## src/rtl/rtc_pirq_pkg.sv

```systemverilog
`timescale 1ns/1ps
package rtc_pirq_pkg;

   // Encoding is behavioural: bit 2 marks the level family and
   // bits 1:0 pick the carry source within it.
   typedef enum logic [2:0] {
      M_OFF    = 3'b000,
      M_LOW    = 3'b001,
      M_P2HZ   = 3'b010,
      M_P1HZ   = 3'b011,
      M_LSEC   = 3'b100,
      M_LMIN   = 3'b101,
      M_LHOUR  = 3'b110,
      M_LMONTH = 3'b111
   } pirq_mode_e;

   localparam pirq_mode_e MODE_RESET = M_P2HZ;

endpackage

```

## src/rtl/rtc_pirq_presc.sv

```systemverilog
`timescale 1ns/1ps
module rtc_pirq_presc #(
   parameter int unsigned DIV_LOG2  = 15,
   parameter int unsigned LAG_TICKS = 3
) (
   input  logic clk,
   input  logic rst_n,
   input  logic tick,
   input  logic sec_wr,
   output logic wave1_low_d,
   output logic wave2_low_d,
   output logic sec_hit,
   output logic sec_inc
);
   localparam int unsigned PW = DIV_LOG2;
   localparam logic [PW-1:0] CNT_TOP = '1;

   if (DIV_LOG2 < 3) begin : g_bad_div
      $error("rtc_pirq_presc: DIV_LOG2 must be at least 3");
   end
   if (LAG_TICKS >= (1 << (DIV_LOG2 - 1))) begin : g_bad_lag
      $error("rtc_pirq_presc: LAG_TICKS must be below half a second");
   end

   logic [PW-1:0] cnt_q;
   logic [PW-1:0] cnt_d;

   always_comb begin
      if (sec_wr)    cnt_d = '0;
      else if (tick) cnt_d = cnt_q + 1'b1;
      else           cnt_d = cnt_q;
   end

   always_ff @(posedge clk) begin
      if (!rst_n) cnt_q <= '0;
      else        cnt_q <= cnt_d;
   end

   // Square-wave phases of the count as it will stand after this edge.
   assign wave1_low_d = ~cnt_d[PW-1];
   assign wave2_low_d = ~cnt_d[PW-2];

   if (LAG_TICKS == 0) begin : g_nolag
      // The increment coincides with the falling edge at wrap.
      assign sec_hit = tick & ~sec_wr & (cnt_q == CNT_TOP);
   end else begin : g_lag
      localparam logic [PW-1:0] LAG_M1 = PW'(LAG_TICKS - 1);
      logic armed_q;

      // Armed only once a full wrap has passed since phase zero.
      always_ff @(posedge clk) begin
         if (!rst_n)                           armed_q <= 1'b0;
         else if (sec_wr)                      armed_q <= 1'b0;
         else if (tick && (cnt_q == CNT_TOP))  armed_q <= 1'b1;
      end

      assign sec_hit = tick & ~sec_wr & armed_q & (cnt_q == LAG_M1);
   end

   always_ff @(posedge clk) begin
      if (!rst_n) sec_inc <= 1'b0;
      else        sec_inc <= sec_hit;
   end

endmodule

```

## src/rtl/rtc_pirq_modereg.sv

```systemverilog
`timescale 1ns/1ps
module rtc_pirq_modereg
   import rtc_pirq_pkg::*;
#(
   parameter pirq_mode_e RST_MODE = MODE_RESET
) (
   input  logic       clk,
   input  logic       rst_n,
   input  logic       mode_we,
   input  logic [2:0] mode_wd,
   output pirq_mode_e mode_q,
   output pirq_mode_e mode_d
);
   assign mode_d = mode_we ? pirq_mode_e'(mode_wd) : mode_q;

   always_ff @(posedge clk) begin
      if (!rst_n) mode_q <= RST_MODE;
      else        mode_q <= mode_d;
   end

endmodule

```

## src/rtl/rtc_pirq_evsel.sv

```systemverilog
`timescale 1ns/1ps
module rtc_pirq_evsel
   import rtc_pirq_pkg::*;
(
   input  pirq_mode_e mode_d,
   input  logic       sec_hit,
   input  logic       min_carry,
   input  logic       hour_carry,
   input  logic       month_carry,
   output logic       lvl_ev
);
   logic [3:0] carry_vec;

   // Index follows the low mode bits: second, minute, hour, month.
   assign carry_vec = {month_carry, hour_carry, min_carry, 1'b1};
   assign lvl_ev    = sec_hit & mode_d[2] & carry_vec[mode_d[1:0]];

endmodule

```

## src/rtl/rtc_pirq_outreg.sv

```systemverilog
`timescale 1ns/1ps
module rtc_pirq_outreg
   import rtc_pirq_pkg::*;
(
   input  logic       clk,
   input  logic       rst_n,
   input  pirq_mode_e mode_q,
   input  pirq_mode_e mode_d,
   input  logic       flag_clr,
   input  logic       wave1_low_d,
   input  logic       wave2_low_d,
   input  logic       lvl_ev,
   output logic       irq_n,
   output logic       flag
);
   logic stat_q;
   logic stat_d;
   logic irq_d;
   logic mode_chg;

   assign mode_chg = (mode_d != mode_q);

   always_comb begin
      unique case (mode_d)
         M_OFF, M_LOW: stat_d = 1'b0;
         M_P2HZ:       stat_d = wave2_low_d;
         M_P1HZ:       stat_d = wave1_low_d;
         default:      stat_d = (mode_chg ? 1'b0 : (stat_q & ~flag_clr)) | lvl_ev;
      endcase
      if (mode_d == M_OFF)      irq_d = 1'b1;
      else if (mode_d == M_LOW) irq_d = 1'b0;
      else                      irq_d = ~stat_d;
   end

   always_ff @(posedge clk) begin
      if (!rst_n) begin
         stat_q <= 1'b0;
         irq_n  <= 1'b1;
      end else begin
         stat_q <= stat_d;
         irq_n  <= irq_d;
      end
   end

   assign flag = stat_q;

endmodule

```

## src/rtl/rtc_pirq_gen.sv

```systemverilog
`timescale 1ns/1ps
module rtc_pirq_gen
   import rtc_pirq_pkg::*;
#(
   parameter int unsigned DIV_LOG2  = 15,
   parameter int unsigned LAG_TICKS = 3
) (
   input  logic       clk,
   input  logic       rst_n,
   input  logic       tick,
   input  logic       sec_wr,
   input  logic       mode_we,
   input  logic [2:0] mode_wd,
   input  logic       flag_clr,
   input  logic       min_carry,
   input  logic       hour_carry,
   input  logic       month_carry,
   output logic       sec_inc,
   output logic       irq_n,
   output logic       flag
);
   pirq_mode_e cur_mode;
   pirq_mode_e nxt_mode;
   logic       w1_low;
   logic       w2_low;
   logic       sec_hit;
   logic       lvl_ev;

   rtc_pirq_presc #(
      .DIV_LOG2  (DIV_LOG2),
      .LAG_TICKS (LAG_TICKS)
   ) u_presc (
      .clk         (clk),
      .rst_n       (rst_n),
      .tick        (tick),
      .sec_wr      (sec_wr),
      .wave1_low_d (w1_low),
      .wave2_low_d (w2_low),
      .sec_hit     (sec_hit),
      .sec_inc     (sec_inc)
   );

   rtc_pirq_modereg #(
      .RST_MODE (MODE_RESET)
   ) u_mode (
      .clk     (clk),
      .rst_n   (rst_n),
      .mode_we (mode_we),
      .mode_wd (mode_wd),
      .mode_q  (cur_mode),
      .mode_d  (nxt_mode)
   );

   rtc_pirq_evsel u_evsel (
      .mode_d      (nxt_mode),
      .sec_hit     (sec_hit),
      .min_carry   (min_carry),
      .hour_carry  (hour_carry),
      .month_carry (month_carry),
      .lvl_ev      (lvl_ev)
   );

   rtc_pirq_outreg u_out (
      .clk         (clk),
      .rst_n       (rst_n),
      .mode_q      (cur_mode),
      .mode_d      (nxt_mode),
      .flag_clr    (flag_clr),
      .wave1_low_d (w1_low),
      .wave2_low_d (w2_low),
      .lvl_ev      (lvl_ev),
      .irq_n       (irq_n),
      .flag        (flag)
   );

endmodule

```

## config.mk

```make
export PLATFORM = sky130hd
export DESIGN_NAME = rtc_pirq_gen
export DESIGN_NICKNAME = d
export VERILOG_FILES = /design/src/rtl/rtc_pirq_pkg.sv /design/src/rtl/rtc_pirq_presc.sv /design/src/rtl/rtc_pirq_modereg.sv /design/src/rtl/rtc_pirq_evsel.sv /design/src/rtl/rtc_pirq_outreg.sv /design/src/rtl/rtc_pirq_gen.sv
export SDC_FILE = /design/constraint.sdc
export NUM_CORES = 1
export LEC_CHECK = 0
export BUFFER_PORTS_ARGS = -buffer_cell sky130_fd_sc_hd__buf_2
export CAP_MARGIN = 15
export CORE_MARGIN = 2
export CORE_UTILIZATION = 40
export DETAILED_ROUTE_END_ITERATION = 7
export GPL_ROUTABILITY_DRIVEN = 0
export GPL_TIMING_DRIVEN = 0
export PLACE_DENSITY_LB_ADDON = 0.3
export SYNTH_ARGS = -nofsm -noshare
export SYNTH_HDL_FRONTEND = slang
export SYNTH_SLANG_ARGS = --single-unit
```

## constraint.sdc

```tcl
create_clock -name clk -period 1.9 [get_ports clk]
set_clock_uncertainty 0.1 [all_clocks]
set_input_delay 0.095 -clock clk [delete_from_list [all_inputs] [get_ports clk]]
set_output_delay 0.095 -clock clk [all_outputs]
set_load 0.01 [all_outputs]
```

==> summary.md, run 1 <==
| Metric | Value |
|---|---|
| Status | `complete, no violations` |
| CTS tree | `built` |
| Clk pin slew, worst setup/hold paths | `roughly 0.10 ns` |
| Total length of routed wires | `2.05 mm` |
| Via count | `914` |
| Final cell count without fillers | `176` |
| Element type at the critical path start | `primary input` |
| Seq pwr share | `62.7%` |
| Ys Warns | `0` |
| Yosys top cell area share | `39.9%` |
| Setup TNS | `0 ns` |
| Top-count cell post-synth | `nor2_1` |
| Area leader, netlist | `dfxtp_1` |
| Synthesized instance count | `128` |
| Vias in the first global route | `933` |
| Placed wire-length estimate | `about 1.6 mm` |
| Syn Area/Cell | `8.63 um2` |
| Hold depth | `4` |
| Post-CTS Setup Repair Bufs | `0` |
| Post-synth net total | `142` |
| Fmax | `566 MHz` |
| Initial core utilization | `between 40% and 50%` |
| Mapped cell area | `1100 um2` |
| Num rows | `19` |
| Layout Utilization | `between 40 and 50%` |
| CTS buffer count | `3` |
| Worst-margin pin slew | `0.430 ns` |
| TritonRoute pass-1 iters | `4` |
| Largest net degree at the start of global routing | `12` |
| Maxcap violations | `0` |
| Synth async-reset ratio | `0%` |
| Area grow syn2layout | `13.0%` |
| Area contributors post-synth | `dfxtp_1 (40%), nor2_1 (8.2%), xor2_1 (7.9%)` |
| Fin area | `1250 um2` |
| Synth cell types | `36` |
| LEAKAGE | `between 0.4 and 0.5 nW` |
| CP Capture Type | `register` |
| Post-DP Area | `around 1200 um2` |
| Total GRT Usage | `approximately 15%` |
| Longest Clk Path Bufs | `2` |
| R2r worst-path depth | `6` |
| Minimum clock period | `about 1.8 ns` |
| TritonCTS Sinks | `22` |
| Sw Share | `23.7%` |
| WP data arrival | `1.88 ns` |
| Crit path required time | `2.02 ns` |
| Period utilization | `93.0%` |
| Routed len/inst | `approximately 12 um` |
| EDFF count, synth | `0` |
| Synth Flop Type | `dfxtp_1` |
| IO Port Bufs | `12` |
| Global route overflow | `0` |
| Placed cells | `171` |
| Top Ports | `15` |
| Worst hold-check path type | `primary input to register` |
| Relative slew slack | `71.4%` |
| Final Setup Violations | `0` |
| Share of cells above drive strength 1 | `16.6%` |
| Count of state elements after synthesis | `22` |
| Die Footprint | `3200 um2` |
| First-pass GRT wire length | `roughly 3.8 mm` |
| Initial antenna violation count | `0` |
| Comb pwr share | `11.0%` |
| Slew Limit Fails | `0` |
| Core Footprint | `2690 um2` |
| Antenna cells | `0` |
| DRC | `0` |
| H-tree lvl count | `1` |
| Critical path type | `primary input to register` |
| Die Span Y | `56.6 um` |
| DRT iter0 DRCs | `26` |
| Final Net Count | `161` |
| Pint | `0.584 mW` |
| Die X | `56.6 um` |
| Critical path fanouts, max | `8` |
| RSZ-0062 raised after global routing | `no` |
| Clk pwr share | `26.3%` |
| Insertion delay of the later-clocked pin in the worst-skew pair | `0.30 ns` |
| Psw | `0.181 mW` |
| Worst vdd ir | `0.000272 V` |
| Pwr per Cell Area | `613 nW/um2` |
| Seq/Total Area, Yosys | `39.9%` |
| Vias/cell | `5.19` |
| Post-synth top cells | `nor2_1 (24), dfxtp_1 (22), nand2_1 (11)` |
| CTS Root Cell | `clkbuf_4` |
| Final ANT Viol Nets | `0` |
| Final Hold Fails | `0` |
[worst paths after layout]
| kind | slack [ns] | to | startpoint |
|---|---|---|---|
| min reg2reg | 0.38 | u_presc.g_lag.armed_q | u_presc.g_lag.armed_q |
| min | 0.04 | u_presc.sec_inc | sec_wr |
| max reg2reg | 0.14 | u_presc.cnt_q[12] | u_presc.cnt_q[0] |
| max | 0.13 | u_out.irq_n | tick |
[layout by cell type, fill, tap and decap left out, types with 2 or more instances in the layout]
| cell type | instances |
|---|---|
| o21ai_0 | 3 |
| ha_1 | 2 |
| dfxtp_1 | 20 |
| xor2_1 | 10 |
| nor4_1 | 2 |
| a21oi_1 | 4 |
| nor2_1 | 24 |
| xnor2_1 | 4 |
| o21ai_1 | 3 |
| nand2_1 | 11 |
| or3_1 | 2 |
| nand4_1 | 4 |
| nor3_1 | 2 |
| nand3_1 | 6 |
| dlygate4sd3_1 | 2 |
| buf_2 | 14 |
| nor2b_1 | 2 |
| mux2i_1 | 2 |
| clkbuf_4 | 3 |
| dfxtp_2 | 2 |
| inv_1 | 4 |
| clkbuf_1 | 2 |
[power by group through the flow]
stage          logic, mW  clock network, mW  registers [mW]
2_1_floorplan     0.0519                  0           0.491
3_3_place_gp      0.0797                  0           0.489
3_5_place_dp      0.0818                  0           0.490
4_1_cts           0.0852              0.214           0.480
5_1_grt           0.0954              0.238           0.482
6_report          0.0843              0.201           0.480
[layer usage]
layer	track usage, %	part of all wire [%]	up-vias
met5	0	0	-
met1	18.0	46	419
met4	8.50	2.1	0
met2	25.2	48	14
met3	3.23	3.7	5
li1	-	-	476
[per-stage QoR]
stage               hold WS, ns  worst slack [ns]  total power [mW]
detailed placement        0.216            0.0692             0.572
global route             0.0461           0.00532             0.815
floorplan                0.0569             0.251             0.542
CTS                      0.0350            0.0356             0.779
finish                   0.0353             0.133             0.765
global placement          0.215            0.0941             0.569
[area by class of cell]
cell class | count | area (um2)
Buffer | 4 | 17.5
Multi-Input combinational cell | 98 | 632
Inverter | 4 | 15.0
Fill cell | 263 | 1440
Timing Repair Buffer | 14 | 80.1
Tap cell | 31 | 38.8
Sequential cell | 22 | 443
Clock buffer | 3 | 22.5
[flip-flops by register name (all words and copies together), names as in the netlist]
signal                 cells
u_presc.cnt_q             15
u_mode.mode_q              3
u_out.flag                 1
u_out.irq_n                1
u_presc.g_lag.armed_q      1
u_presc.sec_inc            1
[kinds of logic (layout without fill, tap and decap cells)]
logic type / count (synthesis) / after routing / share of synthesized area [%]
AND/OR/NAND/NOR: 62 / 62 / 30.6
flip-flops: 22 / 22 / 39.9
AO/OA/AOI/OAI: 17 / 17 / 10.4
XOR/XNOR: 14 / 14 / 11.1
buffers and inverters: 8 / 25 / 2.94
multiplexers: 3 / 3 / 2.83
adder cells (fa/ha/maj): 2 / 2 / 2.26
[repair_timing]
item                                    4_1_cts  5_1_grt
hold endpoints to repair                      6        0
endpoints found under the setup margin        0        4
gates resized for setup                       0        2
hold buffers                                  2        0
[worst max-delay path: stages]
cell           delay (ns)
dlygate4sd3_1        0.52
buf_2                0.20
nand4_4              0.15
nor4_2               0.35
xor2_1               0.21
nor2_1               0.09
o311ai_2             0.27
Power figures use the tool's default switching activity.
==> inputs of run 2 (changes only) <==
--- a/config.mk
+++ b/config.mk
@@ -5,6 +5,7 @@
 export SDC_FILE = /design/constraint.sdc
 export NUM_CORES = 1
 export LEC_CHECK = 0
+export ABC_AREA = 1
 export BUFFER_PORTS_ARGS = -buffer_cell sky130_fd_sc_hd__buf_2
 export CAP_MARGIN = 15
 export CORE_MARGIN = 2
==> summary.md, run 2 <==
| Metric | Value |
|---|---|
| Status | `complete, no violations` |
| CTS buffer count | `3 (unchanged)` |
| RSZ-0062 raised after global routing | `no` |
| Synth Flop Type | `dfxtp_1` |
| Routed len/inst | `9.61 um (-18%)` |
| EDFF count, synth | `0 (unchanged)` |
| Final Setup Violations | `0 (unchanged)` |
| Min-Delay Endpoint | `u_mode.mode_q[0]` |
| DRC | `0 (unchanged)` |
| Insertion delay of the later-clocked pin in the worst-skew pair | `0.31 ns (about the same)` |
| Longest Clk Path Bufs | `2 (unchanged)` |
| Final Worst Setup Slack | `0.294 ns (+0.162 ns)` |
| Num rows | `20 (+1)` |
| Element type at the critical path start | `register` |
| Vias in the first global route | `990 (+6.1%)` |
| Fillers | `333 (+27%)` |
| Area leader, netlist | `dfxtp_1` |
| H-tree lvl count | `1 (unchanged)` |
| IO Port Bufs | `13 (+1)` |
| LEAKAGE | `0.740 nW (+53%)` |
| Final ANT Viol Nets | `0 (unchanged)` |
| Clk pin slew, worst setup/hold paths | `0.13 ns (+0.03 ns)` |
| Largest net degree at the start of global routing | `13 (+1)` |
| Post-synth top cells | `nand2_1 (40), inv_1 (31), dfxtp_1 (22)` |
| Final Net Count | `230 (+43%)` |
| Total GRT Usage | `14.5% (-0.73 points)` |
| Placed wire-length estimate | `2.00 mm (+28%)` |
| Seq/Total Area, Yosys | `33.4% (-6.4 points)` |
| Worst vdd ir | `0.000327 V (+20%)` |
| Area of the multi-input gates | `719 um2 (+14%)` |
| Initial core utilization | `42.5% (+1.3 points)` |
| Place WS | `0.305 ns (+0.236 ns)` |
| Top-count cell post-synth | `nand2_1` |
| Biggest registers after layout | `u_presc.cnt_q (15), u_mode.mode_q (3)` |
| CP Capture Type | `register` |
| WP data arrival | `1.73 ns (-0.15 ns)` |
| Fmax | `623 MHz (+10%)` |
| Area contributors post-synth | `dfxtp_1 (33%), nand2_1 (11%), inv_1 (8.8%)` |
| Worst Hold Launch | `mode_we` |
| Relative slew slack | `74.0% (+2.6 points)` |
| Die X | `61.4 um (+8.5%)` |
| Maxcap violations | `0 (unchanged)` |
| Worst hold-check path type | `primary input to register` |
| Worst-margin pin slew | `0.390 ns (-0.0393 ns)` |
| Reg2Reg Setup Slack | `0.29 ns (+0.15 ns)` |
| Post-synth net total | `209 (+47%)` |
| Most frequent cells in the layout | `nand2_1 (40), inv_1 (31), dfxtp_1 (22)` |
| Syn Area/Cell | `6.76 um2 (-22%)` |
| Vias/cell | `4.66 (-10%)` |
| TritonCTS Sinks | `22 (unchanged)` |
| Register area | `440 um2 (-0.57%)` |
| Tot Pwr | `0.850 mW (+11%)` |
| Initial antenna violation count | `0 (unchanged)` |
| Pwr per Cell Area | `565 nW/um2 (-7.8%)` |
| Period utilization | `84.5% (-8.5 points)` |
| First-pass GRT wire length | `4.10 mm (+7.0%)` |
| Share of cells above drive strength 1 | `22.8% (+6.2 points)` |
| Top Ports | `15 (unchanged)` |
| TritonRoute pass-1 iters | `4 (unchanged)` |
| Count of state elements after synthesis | `22 (unchanged)` |
| Critical path fanouts, max | `6 (-2)` |
| Slew Limit Fails | `0 (unchanged)` |
| Final Hold Fails | `0 (unchanged)` |
| DRT iter0 DRCs | `32 (+23%)` |
| Antenna cells | `0 (unchanged)` |
| Core Footprint | `3100 um2 (+16%)` |
| Die Footprint | `3770 um2 (+18%)` |
| Post-CTS Setup Repair Bufs | `0 (unchanged)` |
| Placed cells | `252 (+47%)` |
| Die Span Y | `61.4 um (+8.5%)` |
| Ys Warns | `0 (unchanged)` |
| Synthesized instance count | `195 (+52%)` |
| Layout Utilization | `48.5% (+2.0 points)` |
| Yosys top cell area share | `33.4% (-6.4 points)` |
| Mapped cell area | `1320 um2 (+19%)` |
| Biggest register | `u_presc.cnt_q` |
| Synth cell types | `28 (-22%)` |
| Hold depth | `3 (-1)` |
| Area grow syn2layout | `14.1%` |
| Crit Reg-Reg Startpoint | `u_presc.cnt_q[1]` |
| Critical path type | `register to register` |
| Crit path required time | `2.03 ns (about the same)` |
| R2r worst-path depth | `12 (+6)` |
| Setup TNS | `0 ns (unchanged)` |
| Final cell count without fillers | `259 (+47%)` |
| FF-to-FF End | `u_out.irq_n` |
| Total length of routed wires | `2.49 mm (+21%)` |
| Via count | `1207 (+32%)` |
| Minimum clock period | `1.61 ns (-0.162 ns)` |
| Largest register FFs | `15 (unchanged)` |
| Global route overflow | `0 (unchanged)` |
| Synth async-reset ratio | `0% (unchanged)` |
| Commonest non-fill, non-tap cell in the layout | `nand2_1` |
| CTS tree | `built` |
| CTS Root Cell | `clkbuf_4` |
run 2: metal layers:
layer	routed length [um]	vias up	track usage (%)
met3	60	2	1.89
met4	10	0	5.47
li1	-	668	-
met1	1320	525	19.5
met5	0	-	0
met2	1100	12	23.7
run 2: cell families (layout without fill, tap and decap cells):
logic type | count (synthesis) | count (layout) | share of synthesized area [%]
AND/OR/NAND/NOR | 98 | 98 | 37.6
buffers and inverters | 41 | 61 | 12.0
AO/OA/AOI/OAI | 32 | 32 | 15.1
flip-flops | 22 | 22 | 33.4
adder cells (fa/ha/maj) | 2 | 2 | 1.90
run 2: how the worst max path moves through the flow:
stage	cells past startpoint	slack [ns]	startpoint	to
2_1_floorplan	12	0.48	u_presc.cnt_q[1]	u_out.irq_n
3_3_place_gp	12	0.34	u_presc.cnt_q[1]	u_out.irq_n
3_5_place_dp	12	0.31	u_presc.cnt_q[1]	u_out.irq_n
4_1_cts	12	0.28	u_presc.cnt_q[1]	u_out.irq_n
5_1_grt	7	0.16	rst_n	u_presc.cnt_q[8]
6_report	12	0.29	u_presc.cnt_q[1]	u_out.irq_n
run 2: what timing repair did:
action                                  4_1_cts  5_1_grt
gates resized for setup                       0        0
hold endpoints to repair                      6        0
endpoints found under the setup margin        0        0
hold buffers                                  3        0
run 2: power breakdown:
group          internal [mW]  switching (mW)  total, mW
sequential             0.472         0.00573      0.477
clock                  0.117           0.149      0.266
combinational         0.0432          0.0632      0.106
run 2: worst max-delay path, stage by stage, from the launching register on:
cell and delay, ns:
dfxtp_1 0.40, ha_1 0.19, nand2_2 0.08, inv_2 0.06
nand2_2 0.06, nor2_4 0.18, nand3_2 0.10, nand3_2 0.09
nand2_1 0.05, nand2_1 0.07, inv_2 0.05, nand3_2 0.05
nand2_1 0.04
run 2: area by class of cell:
cell class / instances / area share, %
inverters: 39 / 9.73
well taps: 44 / 3.66
flip-flops and latches: 22 / 29.3
multi-input cells: 132 / 47.8
repair buffers: 16 / 6.32
plain buffers: 2 / 0.749
clock buffers: 4 / 2.41
run 2: through the flow:
step                cell area, um2  hold slack, ns
floorplan                     1320          0.0639
global placement              1440           0.194
detailed placement            1440           0.197
CTS                           1500          0.0473
global route                  1500          0.0868
finish                        1500          0.0559
